[config.mk]
export PLATFORM = sky130hd
export DESIGN_NAME = gpio_xbar_port
export DESIGN_NICKNAME = d
export VERILOG_FILES = /design/src/rtl/gpio_xbar_pkg.sv /design/src/rtl/gpio_xbar_sync.sv /design/src/rtl/gpio_xbar_regs.sv /design/src/rtl/gpio_xbar_route.sv /design/src/rtl/gpio_xbar_pads.sv /design/src/rtl/gpio_xbar_port.sv
export SDC_FILE = /design/constraint.sdc
export NUM_CORES = 1
export LEC_CHECK = 0
export ABC_AREA = 1
export BUFFER_PORTS_ARGS = -buffer_cell sky130_fd_sc_hd__buf_2
export CAP_MARGIN = 20
export CORE_ASPECT_RATIO = 1.1
export CORE_MARGIN = 1.5
export CORE_UTILIZATION = 56
export DETAILED_ROUTE_END_ITERATION = 7
export PLACE_DENSITY = 0.95
export SLEW_MARGIN = 40
export SYNTH_ARGS = -nofsm -noshare
export SYNTH_HDL_FRONTEND = slang
export SYNTH_HIERARCHICAL = 1
export SYNTH_SLANG_ARGS = --single-unit
[constraint.sdc]
create_clock -name clk -period 3.2 [get_ports clk]
set_input_delay 0.16 -clock clk [delete_from_list [all_inputs] [get_ports clk]]
set_output_delay 0.16 -clock clk [all_outputs]
set_load 0.005 [all_outputs]
[src/rtl/gpio_xbar_pkg.sv]
// Package: shared types and constants for the crossbar-routed GPIO port.
// Assumes an 8-bit register bus with byte-wide data.
package gpio_xbar_pkg;

    // Stored control fields; bits 5..3 of the register are not stored.
    typedef struct packed {
        logic pu_off;   // bit 7
        logic xbar_en;  // bit 6
        logic t1_en;    // bit 2
        logic t0_en;    // bit 1
        logic eci_en;   // bit 0
    } ctrl_t;

    localparam int BUS_W = 8;

    // Pack stored control fields into a bus byte.
    function automatic logic [BUS_W-1:0] ctrl_to_byte(ctrl_t c);
        return {c.pu_off, c.xbar_en, 3'b000, c.t1_en, c.t0_en, c.eci_en};
    endfunction

    // Unpack a bus byte into stored control fields.
    function automatic ctrl_t byte_to_ctrl(logic [BUS_W-1:0] b);
        ctrl_t c;
        c.pu_off  = b[7];
        c.xbar_en = b[6];
        c.t1_en   = b[2];
        c.t0_en   = b[1];
        c.eci_en  = b[0];
        return c;
    endfunction

endpackage

[src/rtl/gpio_xbar_sync.sv]
// Module: two-flop synchronizer for the pin inputs.
// Assumes pin_in is asynchronous to clk. Data is valid two edges after a change.
module gpio_xbar_sync #(
    parameter int WIDTH = 8
) (
    input  logic             clk,
    input  logic             rst_n,
    input  logic [WIDTH-1:0] d_async,
    output logic [WIDTH-1:0] q_sync
);
    logic [WIDTH-1:0] stage1_q;

    // Two register stages, cleared by reset.
    always_ff @(posedge clk) begin
        if (!rst_n) begin
            stage1_q <= '0;
            q_sync   <= '0;
        end else begin
            stage1_q <= d_async;
            q_sync   <= stage1_q;
        end
    end
endmodule

[src/rtl/gpio_xbar_regs.sv]
// Module: register file holding the port latch, the control register and the mode register.
// Also holds the read mux. A read-modify-write read of the port returns the latch;
// a normal read returns the synchronized pins.
// Assumes at most one write strobe is active per cycle.
module gpio_xbar_regs
    import gpio_xbar_pkg::*;
#(
    parameter int                NPINS     = 8,
    parameter int                ADDR_W    = 8,
    parameter logic [ADDR_W-1:0] PORT_ADDR = 8'h80,
    parameter logic [ADDR_W-1:0] CTRL_ADDR = 8'hE3,
    parameter logic [ADDR_W-1:0] MODE_ADDR = 8'hA4,
    localparam int               SEL_W     = $clog2(NPINS)
) (
    input  logic              clk,
    input  logic              rst_n,
    input  logic [ADDR_W-1:0] bus_addr,
    input  logic              bus_wr,
    input  logic [NPINS-1:0]  bus_wdata,
    input  logic              bus_bit_wr,
    input  logic [SEL_W-1:0]  bus_bit_sel,
    input  logic              bus_bit_val,
    input  logic              bus_rd,
    input  logic              bus_rmw,
    input  logic [NPINS-1:0]  pins_sync,
    output logic [NPINS-1:0]  bus_rdata,
    output logic [NPINS-1:0]  latch_q,
    output logic [NPINS-1:0]  mode_q,
    output ctrl_t             ctrl_q
);
    logic hit_port, hit_ctrl, hit_mode;

    // Decode the register address.
    always_comb begin
        hit_port = (bus_addr == PORT_ADDR);
        hit_ctrl = (bus_addr == CTRL_ADDR);
        hit_mode = (bus_addr == MODE_ADDR);
    end

    // Output latch: byte writes and single-bit writes.
    always_ff @(posedge clk) begin
        if (!rst_n) begin
            latch_q <= '1;
        end else if (bus_wr && hit_port) begin
            latch_q <= bus_wdata;
        end else if (bus_bit_wr && hit_port) begin
            latch_q[bus_bit_sel] <= bus_bit_val;
        end
    end

    // Control register: only the defined fields are stored.
    always_ff @(posedge clk) begin
        if (!rst_n) begin
            ctrl_q <= '0;
        end else if (bus_wr && hit_ctrl) begin
            ctrl_q <= byte_to_ctrl(bus_wdata);
        end
    end

    // Per-pin output mode: 1 = push-pull, 0 = open-drain.
    always_ff @(posedge clk) begin
        if (!rst_n) begin
            mode_q <= '0;
        end else if (bus_wr && hit_mode) begin
            mode_q <= bus_wdata;
        end
    end

    // Read mux: a read-modify-write access selects the latch, otherwise the pins.
    always_comb begin
        bus_rdata = '0;
        if (bus_rd) begin
            if (hit_port)      bus_rdata = bus_rmw ? latch_q : pins_sync;
            else if (hit_ctrl) bus_rdata = ctrl_to_byte(ctrl_q);
            else if (hit_mode) bus_rdata = mode_q;
        end
    end
endmodule

[src/rtl/gpio_xbar_route.sv]
// Module: crossbar allocator. Enabled functions take the lowest free pins in the order
// timer 0, timer 1, counter input. Each function's input is taken from its assigned pin.
// Assumes NPINS >= 3, so that all three functions always find a pin.
module gpio_xbar_route
    import gpio_xbar_pkg::*;
#(
    parameter int  NPINS = 8,
    localparam int SEL_W = $clog2(NPINS)
) (
    input  ctrl_t            ctrl_q,
    input  logic [NPINS-1:0] pins_sync,
    output logic [NPINS-1:0] claim,
    output logic             periph_t0,
    output logic             periph_t1,
    output logic             periph_eci
);
    logic [SEL_W-1:0] t0_sel, t1_sel, eci_sel;
    logic             t0_on, t1_on, eci_on;

    // Qualify each route by the global enable.
    always_comb begin
        t0_on  = ctrl_q.xbar_en & ctrl_q.t0_en;
        t1_on  = ctrl_q.xbar_en & ctrl_q.t1_en;
        eci_on = ctrl_q.xbar_en & ctrl_q.eci_en;
    end

    // Priority allocation: each active function takes the next free pin index.
    always_comb begin
        t0_sel  = '0;
        t1_sel  = SEL_W'(t0_on);
        eci_sel = SEL_W'(t0_on) + SEL_W'(t1_on);
        claim   = '0;
        if (t0_on)  claim[t0_sel]  = 1'b1;
        if (t1_on)  claim[t1_sel]  = 1'b1;
        if (eci_on) claim[eci_sel] = 1'b1;
    end

    // Each routed input follows its pin; a function that is not routed reads 0.
    always_comb begin
        periph_t0  = t0_on  & pins_sync[t0_sel];
        periph_t1  = t1_on  & pins_sync[t1_sel];
        periph_eci = eci_on & pins_sync[eci_sel];
    end
endmodule

[src/rtl/gpio_xbar_pads.sv]
// Module: per-pin drive logic. Handles push-pull and open-drain drive and weak pull-ups.
// Assumes claim is all zero while the crossbar is disabled.
module gpio_xbar_pads #(
    parameter int NPINS = 8
) (
    input  logic             xbar_en,
    input  logic             pu_off,
    input  logic [NPINS-1:0] claim,
    input  logic [NPINS-1:0] latch_q,
    input  logic [NPINS-1:0] mode_q,
    output logic [NPINS-1:0] pin_out,
    output logic [NPINS-1:0] pin_oe,
    output logic [NPINS-1:0] pin_pullup
);
    for (genvar i = 0; i < NPINS; i++) begin : g_pin
        logic gpio_drive;

        // The pin is GPIO-driven only when the crossbar is on and no function has claimed it.
        always_comb gpio_drive = xbar_en & ~claim[i];

        // Push-pull drives both levels; open-drain only pulls low.
        always_comb begin
            pin_oe[i]     = gpio_drive & (mode_q[i] | ~latch_q[i]);
            pin_out[i]    = gpio_drive & mode_q[i] & latch_q[i];
            pin_pullup[i] = ~pu_off & ~mode_q[i];
        end
    end
endmodule

[src/rtl/gpio_xbar_port.sv]
// Module: top of the crossbar-routed GPIO port. Connects the synchronizer, the registers,
// the allocator and the pin drivers.
// Assumes a single clock domain on the bus side; the pins are asynchronous.
module gpio_xbar_port
    import gpio_xbar_pkg::*;
#(
    parameter int                NPINS     = 8,
    parameter int                ADDR_W    = 8,
    parameter logic [ADDR_W-1:0] PORT_ADDR = 8'h80,
    parameter logic [ADDR_W-1:0] CTRL_ADDR = 8'hE3,
    parameter logic [ADDR_W-1:0] MODE_ADDR = 8'hA4,
    localparam int               SEL_W     = $clog2(NPINS)
) (
    input  logic              clk,
    input  logic              rst_n,
    input  logic [ADDR_W-1:0] bus_addr,
    input  logic              bus_wr,
    input  logic [NPINS-1:0]  bus_wdata,
    input  logic              bus_bit_wr,
    input  logic [SEL_W-1:0]  bus_bit_sel,
    input  logic              bus_bit_val,
    input  logic              bus_rd,
    input  logic              bus_rmw,
    output logic [NPINS-1:0]  bus_rdata,
    input  logic [NPINS-1:0]  pin_in,
    output logic [NPINS-1:0]  pin_out,
    output logic [NPINS-1:0]  pin_oe,
    output logic [NPINS-1:0]  pin_pullup,
    output logic              periph_t0,
    output logic              periph_t1,
    output logic              periph_eci
);
    logic [NPINS-1:0] pins_sync, latch_q, mode_q, claim;
    ctrl_t            ctrl_q;

    gpio_xbar_sync #(.WIDTH(NPINS)) u_sync (
        .clk(clk), .rst_n(rst_n), .d_async(pin_in), .q_sync(pins_sync)
    );

    gpio_xbar_regs #(
        .NPINS(NPINS), .ADDR_W(ADDR_W),
        .PORT_ADDR(PORT_ADDR), .CTRL_ADDR(CTRL_ADDR), .MODE_ADDR(MODE_ADDR)
    ) u_regs (
        .clk(clk), .rst_n(rst_n), .bus_addr(bus_addr), .bus_wr(bus_wr),
        .bus_wdata(bus_wdata), .bus_bit_wr(bus_bit_wr), .bus_bit_sel(bus_bit_sel),
        .bus_bit_val(bus_bit_val), .bus_rd(bus_rd), .bus_rmw(bus_rmw),
        .pins_sync(pins_sync), .bus_rdata(bus_rdata), .latch_q(latch_q),
        .mode_q(mode_q), .ctrl_q(ctrl_q)
    );

    gpio_xbar_route #(.NPINS(NPINS)) u_route (
        .ctrl_q(ctrl_q), .pins_sync(pins_sync), .claim(claim),
        .periph_t0(periph_t0), .periph_t1(periph_t1), .periph_eci(periph_eci)
    );

    gpio_xbar_pads #(.NPINS(NPINS)) u_pads (
        .xbar_en(ctrl_q.xbar_en), .pu_off(ctrl_q.pu_off), .claim(claim),
        .latch_q(latch_q), .mode_q(mode_q),
        .pin_out(pin_out), .pin_oe(pin_oe), .pin_pullup(pin_pullup)
    );
endmodule

# [Yosys cells after proc, flatten, opt, wreduce, memory -nomap -nowiden]
# Cells that the tools add are included.
[totals] output_inout_bits=35 wordCells=129 rom_bits=0 inputBits=34 regBits=37 latch_bits=0 n_memories=0 mem_bits_rw=0
[classes] reduce_logical=8 shifts=0 mul=0 n_lt_le_gt_ge=6 eq_ne=3 div_mod_pow=0 add_sub_neg=1 n_bitwise=81 n_mux=21
[op_table] cell="2-to-1 mux 8 bit" n=9
[op_table] cell="bitwise AND 1 bit" n=46
[op_table] cell="inverter 1 bit" n=25
[op_table] cell="equality test 8 bit, second input constant" n=3
[op_table] cell="bitwise mux 8 bit" n=1
[op_table] cell="less-than comparator 3 x 4 -> 1 bit, second input constant" n=2
[op_table] cell="bitwise OR 1 bit" n=8
[op_table] cell="bitwise OR 8 bit" n=1
[op_table] cell="logical AND 1 bit" n=7
[op_table] cell="2-to-1 mux 1 bit" n=7
[op_table] cell="demux 1 bit (select 3 bit)" n=2
[op_table] cell="greater-or-equal comparator 3 x 1 -> 1 bit, second input constant" n=2
[op_table] cell="less-than comparator 1 x 4 -> 1 bit, second input constant" n=1
[op_table] cell="binary-select mux 1 bit (select 3 bit)" n=1
[op_table] cell="adder 1 x 1 -> 2 bit" n=1
[op_table] cell="bitwise OR 1 x 2 -> 2 bit" n=1
[op_table] cell="nonzero test 2 bit" n=1
[op_table] cell="demux 1 bit (select 1 bit)" n=1
[op_table] cell="greater-or-equal comparator 1 bit, second input constant" n=1

# [Depth between registers and ports, before layout]
# Gate-level depths: netlist of run 1.
[depth] depth_word=13 mapped_depth=9 ltp_nobuf=8

# [Hierarchy]
# The synthesis of run 1 kept the hierarchy.
[modules_own_cells] mod="gpio_xbar_regs" area_each_um2=1463.9 cells_each=245 instances=1 seq_area_each_um2=420.4
[modules_own_cells] mod="gpio_xbar_sync" area_each_um2=484.2 cells_each=50 instances=1 seq_area_each_um2=320.3
[modules_own_cells] mod="gpio_xbar_pads" area_each_um2=264.0 cells_each=66 instances=1 seq_area_each_um2=0.0
[modules_own_cells] mod="gpio_xbar_route" area_each_um2=161.4 cells_each=32 instances=1 seq_area_each_um2=0.0

# [Worst setup path before layout of run 1]
# Ideal clock, no wire load.
[synth_timing] path_type="register to output" startpoint="register u_regs/ctrl_q[3] (netlist name)" endpoint="output pin_oe[3]" n_path_buf=0 slack_ns=1.801 arrival_ns=1.239 required_time_ns=3.040 stages_incl_launch_ff=8 path_cell_list="dfxtp_1 > nand2_1 > ha_1 > inv_1 > nor3_1 > inv_1 > nand2_1 > nor2_1"
[synth_via] elab_chain_len=11 elab_cells_between_ends=14 classes_between="add/sub: 1; order compare: 2; mux: 3; bitwise: 7; reduce/logical: 1"
[synth_rtl] item="bitwise AND 1 bit (on tied branches)" line_no="gpio_xbar_route.sv:22, gpio_xbar_route.sv:23"
[synth_rtl] item="adder 1 x 1 -> 2 bit" line_no="gpio_xbar_route.sv:31" text="eci_sel = SEL_W'(t0_on) + SEL_W'(t1_on);"
[synth_rtl] item="less-than comparator 3 x 4 -> 1 bit (not written as such) / greater-or-equal comparator 3 x 1 -> 1 bit (equally long branches)" line_no="gpio_xbar_route.sv:35" text="if (eci_on) claim[eci_sel] = 1'b1;"
[synth_rtl] item="logical AND 1 bit (not written as such)" line_no="gpio_xbar_route.sv:35"
[synth_rtl] item="2-to-1 mux 1 bit (not written as such)" line_no="gpio_xbar_route.sv:35"
[synth_rtl] item="demux 1 bit (select 3 bit)"
[synth_rtl] item="bitwise OR 8 bit (no line)"
[synth_rtl] item="2-to-1 mux 8 bit (*)" line_no="gpio_xbar_route.sv:35"
[synth_rtl] item="named net claim[3]" line_no="gpio_xbar_port.sv:33" text="logic [NPINS-1:0] pins_sync, latch_q, mode_q, claim;"
[synth_rtl] item="inverter 1 bit (*)" line_no="gpio_xbar_pads.sv:19" text="always_comb gpio_drive = xbar_en & ~claim[i];"
[synth_rtl] item="bitwise AND 1 bit (*)" line_no="gpio_xbar_pads.sv:19"
[synth_rtl] item="bitwise AND 1 bit (*)" line_no="gpio_xbar_pads.sv:23" text="pin_oe[i] = gpio_drive & (mode_q[i] | ~latch_q[i]);"
[synth_rtl] item="end: declaration" line_no="gpio_xbar_port.sv:27" text="output logic [NPINS-1:0] pin_oe,"
# The timed path passes the listed nets; every way through them passes the cells marked *.

# [Final worst setup path of run 1]
[layout_timing] startpoint="register u_regs/ctrl_q[3] (netlist name)" endpoint="output pin_oe[3]"
[layout_via] elab_chain_len=11 elab_cells_between_ends=14 classes_between="add/sub: 1; order compare: 2; mux: 3; bitwise: 7; reduce/logical: 1"
[layout_rtl] item="bitwise AND 1 bit (on tied branches)" line_no="gpio_xbar_route.sv:22, gpio_xbar_route.sv:23"
[layout_rtl] item="adder 1 x 1 -> 2 bit" line_no="gpio_xbar_route.sv:31"
[layout_rtl] item="less-than comparator 3 x 4 -> 1 bit (not written as such) / greater-or-equal comparator 3 x 1 -> 1 bit (equally long branches)" line_no="gpio_xbar_route.sv:35"
[layout_rtl] item="logical AND 1 bit (not written as such)" line_no="gpio_xbar_route.sv:35"
[layout_rtl] item="2-to-1 mux 1 bit (not written as such)" line_no="gpio_xbar_route.sv:35"
[layout_rtl] item="demux 1 bit (select 3 bit)"
[layout_rtl] item="bitwise OR 8 bit (no line)"
[layout_rtl] item="2-to-1 mux 8 bit (*)" line_no="gpio_xbar_route.sv:35"
[layout_rtl] item="named net claim[3]" line_no="gpio_xbar_port.sv:33"
[layout_rtl] item="inverter 1 bit (*)" line_no="gpio_xbar_pads.sv:19"
[layout_rtl] item="bitwise AND 1 bit (*)" line_no="gpio_xbar_pads.sv:19"
[layout_rtl] item="bitwise AND 1 bit (*)" line_no="gpio_xbar_pads.sv:23"
# Marks and branches as above.

==> impl_metrics.ini, run 1 <==
[routing]
detail-route-antenna-nets = 0
drt-total-wl_mm = 5.48
drt-initial-drc-count = 166
wl_per_cell_um = 10.8
dr_total_vias = 2490
drtPass1Iterations = 5
drc = 0
via_per_inst = 4.93

[sta]
finClkSkew_ns = 0.000561
grt_setup_unrepaired = false
setup_viol = 0
max_freq_mhz = 442
finalMaxSlewViolations = 0
hold_viol = 0
tightest_slew_ns = 0.668
setup_tns_ns = 0
hold_ws_ns = 0.0485
slew_headroom_pct = 55.5
period_share_pct = 70.7
period_minus_slack_ns = 2.26

[layout]
finalCoreUtilization_pct = 67.7
syn_to_final_growth_pct = 14.8
n_antenna_cell = 0
final_cell_mix = 107 x nand2_1, 78 x inv_1, 68 x buf_2
fin_cells = 505
layout_commonest_cell = nand2_1
nNetsFinal = 489
drive_gt1_share_pct = 20.8

[run]
cap_violations = 0

[clock_tree]
root_buffer = clkbuf_8
cts_tree = built
cts.sinks = 37
cts_buffer_depth = 2
cts_hold_buf = 0
htreeDepth = 2
clkTransAtPathRegs_ns = 0.07
cts_setup_buffers = 0
cts_buffers = 5
cts_resized = 0
clkLatencyLatePin_ns = 0.28

[setup_path]
ff2ff_path_depth = 4
r2r-end = u_regs/ctrl_q[3]
crit_fanout = 14
worst-setup-path-type = reg -> out
regToRegStartpoint = u_regs/ctrl_q[3]
crit_arrival_ns = 2.10
crit_required_ns = 3.04
cp_top_family = flip-flops
crit_path_end_kind = output pin
worstPathCellList = nand2_1, ha_1, inv_1, nor3_1, inv_1, nand2_1, nor2_1, buf_2
cp_num_buf_inv = 3
rrSetupSlack_ns = 2.09
cp-start-kind = flip-flop
path_depth = 8
startpoint = u_regs/ctrl_q[3]
cpMaxStageDelayCell = dfxtp_1
endpoint = pin_oe[3]
cpPeakStageDelay_ns = 0.67

[placed_design]
gp_congestion = 0.939
numPortBuffers = 68
post-dp-hpwl_mm = 4.21
post-place-cells = 499

[logic_synthesis]
synth_top_family_by_area = simple AND/OR/NAND/NOR gates
synth_compound_area_share_pct = 9.96
syn_inst = 393
synth-seq-cells = 37
yosysSeqAreaShare_pct = 31.2
yosys_warnings = 6
avgSynthCellArea_um2 = 6.04
synth_xor_area_share_pct = 0
syn-cell-area_um2 = 2370
synth_top_flop_cell = dfxtp_1
synth_edf_count = 0
post-synth-top-area-cell = dfxtp_1
synth-simple-area-share_pct = 39.2
synth.distinct_cells = 29
yosys.area_share.adder_pct = 0.527
synth-async-reset-ratio_pct = 0
yosys.area.top_type_share_pct = 31.2
synth_area_leaders = dfxtp_1 31%, nand2_1 17%, inv_1 12%
synthMuxAreaShare_pct = 0

[floorplan]
die-width_um = 65.1
core_area_um2 = 4020
initial_core_util_pct = 59.0
row_count = 24
die-area_um2 = 4640
die_y_um = 71.3
pin_count = 69

[pwr]
power.total_mw = 0.857
power-per-cell-area_nw_per_um2 = 315
vdd_drop_max_uv = 267
power_leakage_nw = 1.52

[global_routing]
antenna_found_initial = 0
grt-ovfl-total = 0
grt_pass1_wl_mm = 9.07
grt_pass1_vias = 2185
grt_max_degree = 38
track_usage_pct = 24.4

[min_path]
hold_path.class = in -> reg

[run_status]
outcome = complete, no violations
per-stage QoR:
step                setup slack [ns]  area (um2)
finish                         0.937        2730
global placement                1.37        2650
global route                   0.818        2730
CTS                            0.936        2730
floorplan                       1.80        2380
detailed placement              1.25        2650
sequential cells by signal, indices dropped and copies added, names as in the netlist:
| signal | cells |
|---|---|
| u_regs/ctrl_q | 5 |
| u_regs/mode_q | 8 |
| u_regs/latch_q | 8 |
| u_sync/q_sync | 8 |
| u_sync/stage1_q | 8 |
kinds of logic after synthesis:
logic type,after synthesis
flip-flops,37
other,1
AO/OA/AOI/OAI,42
AND/OR/NAND/NOR,213
buffers and inverters,99
adder cells (fa/ha/maj),1
Yosys cell counts (2+ instances only):
| library cell | n |
|---|---|
| clkinv_1 | 2 |
| inv_1 | 78 |
| nand3_1 | 27 |
| o21ai_2 | 2 |
| nand2_2 | 8 |
| o21ai_0 | 19 |
| buf_2 | 2 |
| clkbuf_1 | 4 |
| nand2_1 | 107 |
| nor2_4 | 2 |
| dfxtp_1 | 37 |
| nor2_2 | 2 |
| a21boi_1 | 6 |
| nand4_1 | 8 |
| nand3_2 | 2 |
| buf_6 | 5 |
| a31oi_1 | 3 |
| a21oi_1 | 11 |
| buf_4 | 5 |
| nor3_1 | 3 |
| nor2_1 | 52 |
cell type report:
type | instances | area, um2
clock buffers | 5 | 68.8
clock inverters | 1 | 5.00
fillers | 358 | 1300
inverters | 82 | 310
multi-input cells | 260 | 1190
flip-flops and latches | 37 | 741
well taps | 52 | 65.1
repair buffers | 68 | 340
worst min path at each step:
| stage | depth (start not counted) | end | from |
|---|---|---|---|
| floorplan | 2 | u_sync/stage1_q[2] | pin_in[2] |
| global placement | 3 | u_sync/stage1_q[1] | pin_in[1] |
| detailed placement | 3 | u_sync/stage1_q[1] | pin_in[1] |
| CTS | 3 | u_sync/stage1_q[6] | pin_in[6] |
| global route | 3 | u_sync/stage1_q[1] | pin_in[1] |
| finish | 3 | u_sync/stage1_q[6] | pin_in[6] |
worst register-to-register path: stages (launching register included):
cell and delay (ns):
dfxtp_1 0.67, inv_1 0.08, nand2_1 0.08, nand2_1 0.05
a21oi_1 0.15
where the power goes:
group          internal (mW)  switching, mW
clock network          0.143          0.153
logic                 0.0316         0.0546
registers              0.470        0.00441
total                  0.645          0.212
layer usage:
metal  vias to the layer above  GRT usage (%)  part of all wire (%)  routed length [um]
met5                         -              0                     0                   0
met4                         0           11.1                   2.8                 155
met3                        17           6.28                   8.6                 473
met2                       111           40.4                    46                2510
met1                      1067           29.8                    43                2340
li1                       1295              -                     -                   -
(Power assumes the default switching activity.)
==> run 2: changes to the inputs <==
Settings changed: CORE_UTILIZATION 56 to 47, PLACE_DENSITY 0.95 to 0.88.
Clock period 3.2 ns to 1.9 ns, I/O delays scaled along.
==> run 2 against run 1 <==
Via count grew 3.1%; global-route usage shrank 2.8 points; worst hold slack lost 0.045 ns; clock-buffer cell count grew 3.
==> impl_metrics.ini, run 2 (synthesis gave the netlist of run 1 again) <==
[run_status]
outcome = complete, no violations

[sta]
setup_viol = 0
setup_tns_ns = 0
tightest_slew_ns = 0.660
max_freq_mhz = 568
hold_viol = 0
slew_headroom_pct = 56.0
hold_ws_ns = 0.00393
finalMaxSlewViolations = 0
period_share_pct = 92.6
finClkSkew_ns = 0.000717
grt_setup_unrepaired = false
period_minus_slack_ns = 1.76

[routing]
drc = 0
detail-route-antenna-nets = 0
drt-initial-drc-count = 157
drtPass1Iterations = 5
via_per_inst = 4.94
dr_total_vias = 2567
drt-total-wl_mm = 5.85
wl_per_cell_um = 11.3

[floorplan]
die_y_um = 77.5
row_count = 26
pin_count = 69
core_area_um2 = 4750
die-width_um = 70.8
initial_core_util_pct = 50.0
die-area_um2 = 5490

[layout]
fin_cells = 520
nNetsFinal = 498
final_cell_mix = 107 x nand2_1, 78 x inv_1, 68 x buf_2
num-fill-cells = 450
n_antenna_cell = 0
syn_to_final_growth_pct = 19.7
layout_commonest_cell = nand2_1
drive_gt1_share_pct = 21.1

[clock_tree]
clkLatencyLatePin_ns = 0.27
cts_setup_buffers = 0
cts.sinks = 37
htreeDepth = 2
cts_tree = built
root_buffer = clkbuf_8
cts_buffers = 5
clkTransAtPathRegs_ns = 0.07
cts_buffer_depth = 2

[placed_design]
post-dp-hpwl_mm = 4.39
post-place-cells = 505
numPortBuffers = 68
gp_congestion = 0.881

[pwr]
power-per-cell-area_nw_per_um2 = 515
vdd_drop_max_uv = 433
power_leakage_nw = 1.56
power.total_mw = 1.46

[setup_path]
cp-start-kind = flip-flop
cp_top_family = simple AND/OR/NAND/NOR gates
crit_fanout = 4
ff2ff_path_depth = 5
path_depth = 8
cp_num_buf_inv = 3
worst-setup-path-type = reg -> out
worstPathCellList = nand2_1, ha_4, inv_1, nor3_2, inv_1, nand2_1, nor2_1, buf_2
crit_required_ns = 1.80
crit_path_end_kind = output pin
crit_arrival_ns = 1.67
cpPeakStageDelay_ns = 0.40
cpMaxStageDelayCell = dfxtp_1

[global_routing]
antenna_found_initial = 0
grt_pass1_vias = 2310
grt-ovfl-total = 0
grt_pass1_wl_mm = 9.74
track_usage_pct = 21.6
grt_max_degree = 38

[min_path]
hold_path.class = in -> reg
hold_path_depth = 3

[run]
cap_violations = 0
[run 2: path summary, 6_finish.rpt]
check / to / slack (ns) / from
worst max-delay path: pin_oe[3] / 0.14 / u_regs/ctrl_q[2]
worst min-delay path: u_sync/stage1_q[6] / 0.004 / pin_in[6]
worst max register to register: u_regs/ctrl_q[3] / 0.94 / u_regs/ctrl_q[3]
worst min register to register: u_sync/q_sync[6] / 0.41 / u_sync/stage1_q[6]
[run 2: repair_timing]
action,4_1_cts,5_1_grt
resized for setup,0,3
setup endpoints to repair,0,2
hold buffers,7,0
endpoints found under the hold margin,7,0
[run 2: metrics by stage]
stage | setup WS (ns) | utilization, % | area, um2
after floorplan | 0.566 | - | 2380
after global placement | 0.393 | 56.2 | 2670
after detailed placement | 0.344 | 56.2 | 2670
after CTS | 0.0333 | 59.4 | 2820
after global routing | 0.0505 | 59.8 | 2840
final | 0.140 | 59.8 | 2840
[run 2: area by class of cell]
cell class / instances / area, um2 / area share (%)
well taps: 56 / 70.1 / 2.47
multi-input cells: 260 / 1210 / 42.7
flip-flops and latches: 37 / 742 / 26.1
inverters: 82 / 310 / 10.9
clock buffers: 8 / 80.1 / 2.82
repair buffers: 77 / 425 / 15.0
[run 2: per-layer routing]
metal / global-route usage [%] / part of all wire [%] / up-vias
met1: 25.9 / 43 / 1118
met4: 9.81 / 1.9 / 0
met3: 3.77 / 7.0 / 16
met2: 37.1 / 48 / 115
met5: 0 / 0 / -
li1: - / - / 1318
[run 2: power breakdown]
| part | leakage, nW | switching [mW] | total [mW] | internal [mW] |
|---|---|---|---|---|
| combinational | 1.22 | 0.0964 | 0.159 | 0.0628 |
| sequential | 0.302 | 0.00717 | 0.800 | 0.792 |
| clock | 0.0395 | 0.244 | 0.504 | 0.260 |
| total | 1.56 | 0.348 | 1.46 | 1.12 |
[run 2: worst min-delay path, delay by kind of cell]
family	cells	cell delay, ns
AND/OR/NAND/NOR	1	0.04
buffers and inverters	2	0.12
==> run 3: changes to the inputs <==
Settings changed: CORE_UTILIZATION 47 to 52, HOLD_SLACK_MARGIN set to 0.03, PLACE_DENSITY 0.88 to 0.92.
Clock period 1.9 ns to 1.8 ns, I/O delays scaled along.
==> run 3 against run 2 <==
Critical path depth stayed put; clock skew is 0.00050 ns lower; setup slack worse by 0.038 ns; total power is 12% higher; sequential cell count stayed put; via count is 0.43% lower; highest routed layer unchanged; wire length is 3.7% lower.
==> impl_metrics.ini, run 3 (synthesis gave the netlist of run 1 again) <==
[setup_path]
startpoint = u_regs/ctrl_q[3]
crit_arrival_ns = 1.61
ff2ff_path_depth = 5
worst-setup-path-type = reg -> out
rrSetupSlack_ns = 0.76
r2r-end = u_regs/ctrl_q[3]
crit_fanout = 5
crit_path_end_kind = output pin
regToRegStartpoint = u_regs/ctrl_q[3]
cp-start-kind = flip-flop
crit_required_ns = 1.71

[pwr]
power-per-cell-area_nw_per_um2 = 567
power_leakage_nw = 1.58
vdd_drop_max_uv = 419

[routing]
wl_per_cell_um = 10.8
via_per_inst = 4.92
drt-total-wl_mm = 5.64
drtPass1Iterations = 5
drc = 0
drt-initial-drc-count = 162
dr_total_vias = 2556
detail-route-antenna-nets = 0

[clock_tree]
cts_setup_buffers = 0
cts_tree = built
cts.sinks = 37
htreeDepth = 2
root_buffer = clkbuf_8
cts_buffer_depth = 2
clkLatencyLatePin_ns = 0.28
clkTransAtPathRegs_ns = 0.07
cts_buffers = 5

[layout]
final_cell_mix = 106 x nand2_1, 78 x inv_1, 68 x buf_2
syn_to_final_growth_pct = 21.5
layout_commonest_cell = nand2_1
n_antenna_cell = 0
num-fill-cells = 383
fin_cells = 520
drive_gt1_share_pct = 22.5
nNetsFinal = 500

[placed_design]
post-dp-hpwl_mm = 4.24
gp_congestion = 0.891
post-place-cells = 504
numPortBuffers = 68

[sta]
finalMaxSlewViolations = 0
finClkSkew_ns = 0.000212
period_minus_slack_ns = 1.70
max_freq_mhz = 589
hold_viol = 0
setup_viol = 0
hold_ws_ns = 0.0665
period_share_pct = 94.4

[global_routing]
grt_max_degree = 30
grt_pass1_vias = 2091
grt_pass1_wl_mm = 8.78
track_usage_pct = 23.2
antenna_found_initial = 0
grt-ovfl-total = 0

[floorplan]
initial_core_util_pct = 54.6
die-width_um = 67.4
core_area_um2 = 4350
pin_count = 69
row_count = 25
die_y_um = 73.9
die-area_um2 = 4980

[run_status]
outcome = complete, no violations

[min_path]
hold_path_depth = 3
hold_path.class = in -> reg
whs_endpoint = u_regs/mode_q[4]
hp-start = bus_wdata[4]

[run]
cap_violations = 0
-- run 3: cell count changes in the layout (fill, tap and decap cells not counted), sizes merged --
| cell | before | now |
|---|---|---|
| buf | 70 | 71 |
| clkbuf | 8 | 7 |
| clkinv | 2 | 3 |
| dlygate4sd3 | 7 | 8 |
-- run 3: area by class of cell --
cell class	instances	area (um2)	share of cell area, %
multi-input cells	260	1210	42.1
flip-flops and latches	37	747	25.9
repair buffers	79	443	15.4
inverters	82	310	10.8
clock buffers	7	96.3	3.34
well taps	54	67.6	2.34
clock inverters	1	5.00	0.174
-- run 3: how the worst max path moves through the flow --
stage                 to  slack, ns  cells past startpoint
2_1_floorplan  pin_oe[3]       0.47                      7
3_3_place_gp   pin_oe[3]       0.29                      8
3_5_place_dp   pin_oe[3]       0.26                      8
4_1_cts        pin_oe[3]       0.02                      8
5_1_grt        pin_oe[3]     -0.007                      8
6_report       pin_oe[3]       0.10                      8
-- run 3: routing by layer --
| layer | part of all wire, % | wire length [um] | up-vias | GRT usage (%) |
|---|---|---|---|---|
| met5 | 0 | 0 | - | 0 |
| met4 | 1.8 | 104 | 0 | 9.75 |
| met3 | 7.3 | 413 | 11 | 4.13 |
| met2 | 48 | 2710 | 126 | 41.6 |
| met1 | 43 | 2410 | 1102 | 26.6 |
| li1 | - | - | 1317 | - |
-- run 3: through the flow --
| step | TNS, ns | total power [mW] | cell area [um2] | utilization [%] | setup slack, ns |
|---|---|---|---|---|---|
| 2_1_floorplan | 0 | 0.961 | 2380 | - | 0.471 |
| 4_1_cts | 0 | 1.65 | 2860 | 65.8 | 0.0180 |
| 5_1_grt | -0.00699 | 1.71 | 2880 | 66.3 | -0.00699 |
| 3_5_place_dp | 0 | 1.02 | 2680 | 61.6 | 0.263 |
| 3_3_place_gp | 0 | 1.01 | 2680 | 61.6 | 0.286 |
| 6_report | 0 | 1.63 | 2880 | 66.3 | 0.101 |
-- run 3: critical path: stages (launching register included) --
cell and delay (ns):
dfxtp_4 0.38, nand2_1 0.11, ha_4 0.29, inv_1 0.07, nor3_2 0.17, inv_1 0.07, nand2_1 0.08, nor2_1 0.05
buf_2 0.12
-- run 3: where the power goes --
group | switching, mW | total [mW] | internal (mW)
logic | 0.100 | 0.169 | 0.0688
clock network | 0.277 | 0.622 | 0.346
registers | 0.00752 | 0.842 | 0.835
-- run 3: timing repair --
action / 4_1_cts / 5_1_grt
gates resized for setup: 2 / 5
endpoints found under the setup margin: 2 / 3
hold endpoints to repair: 8 / 0
hold buffers: 8 / 0
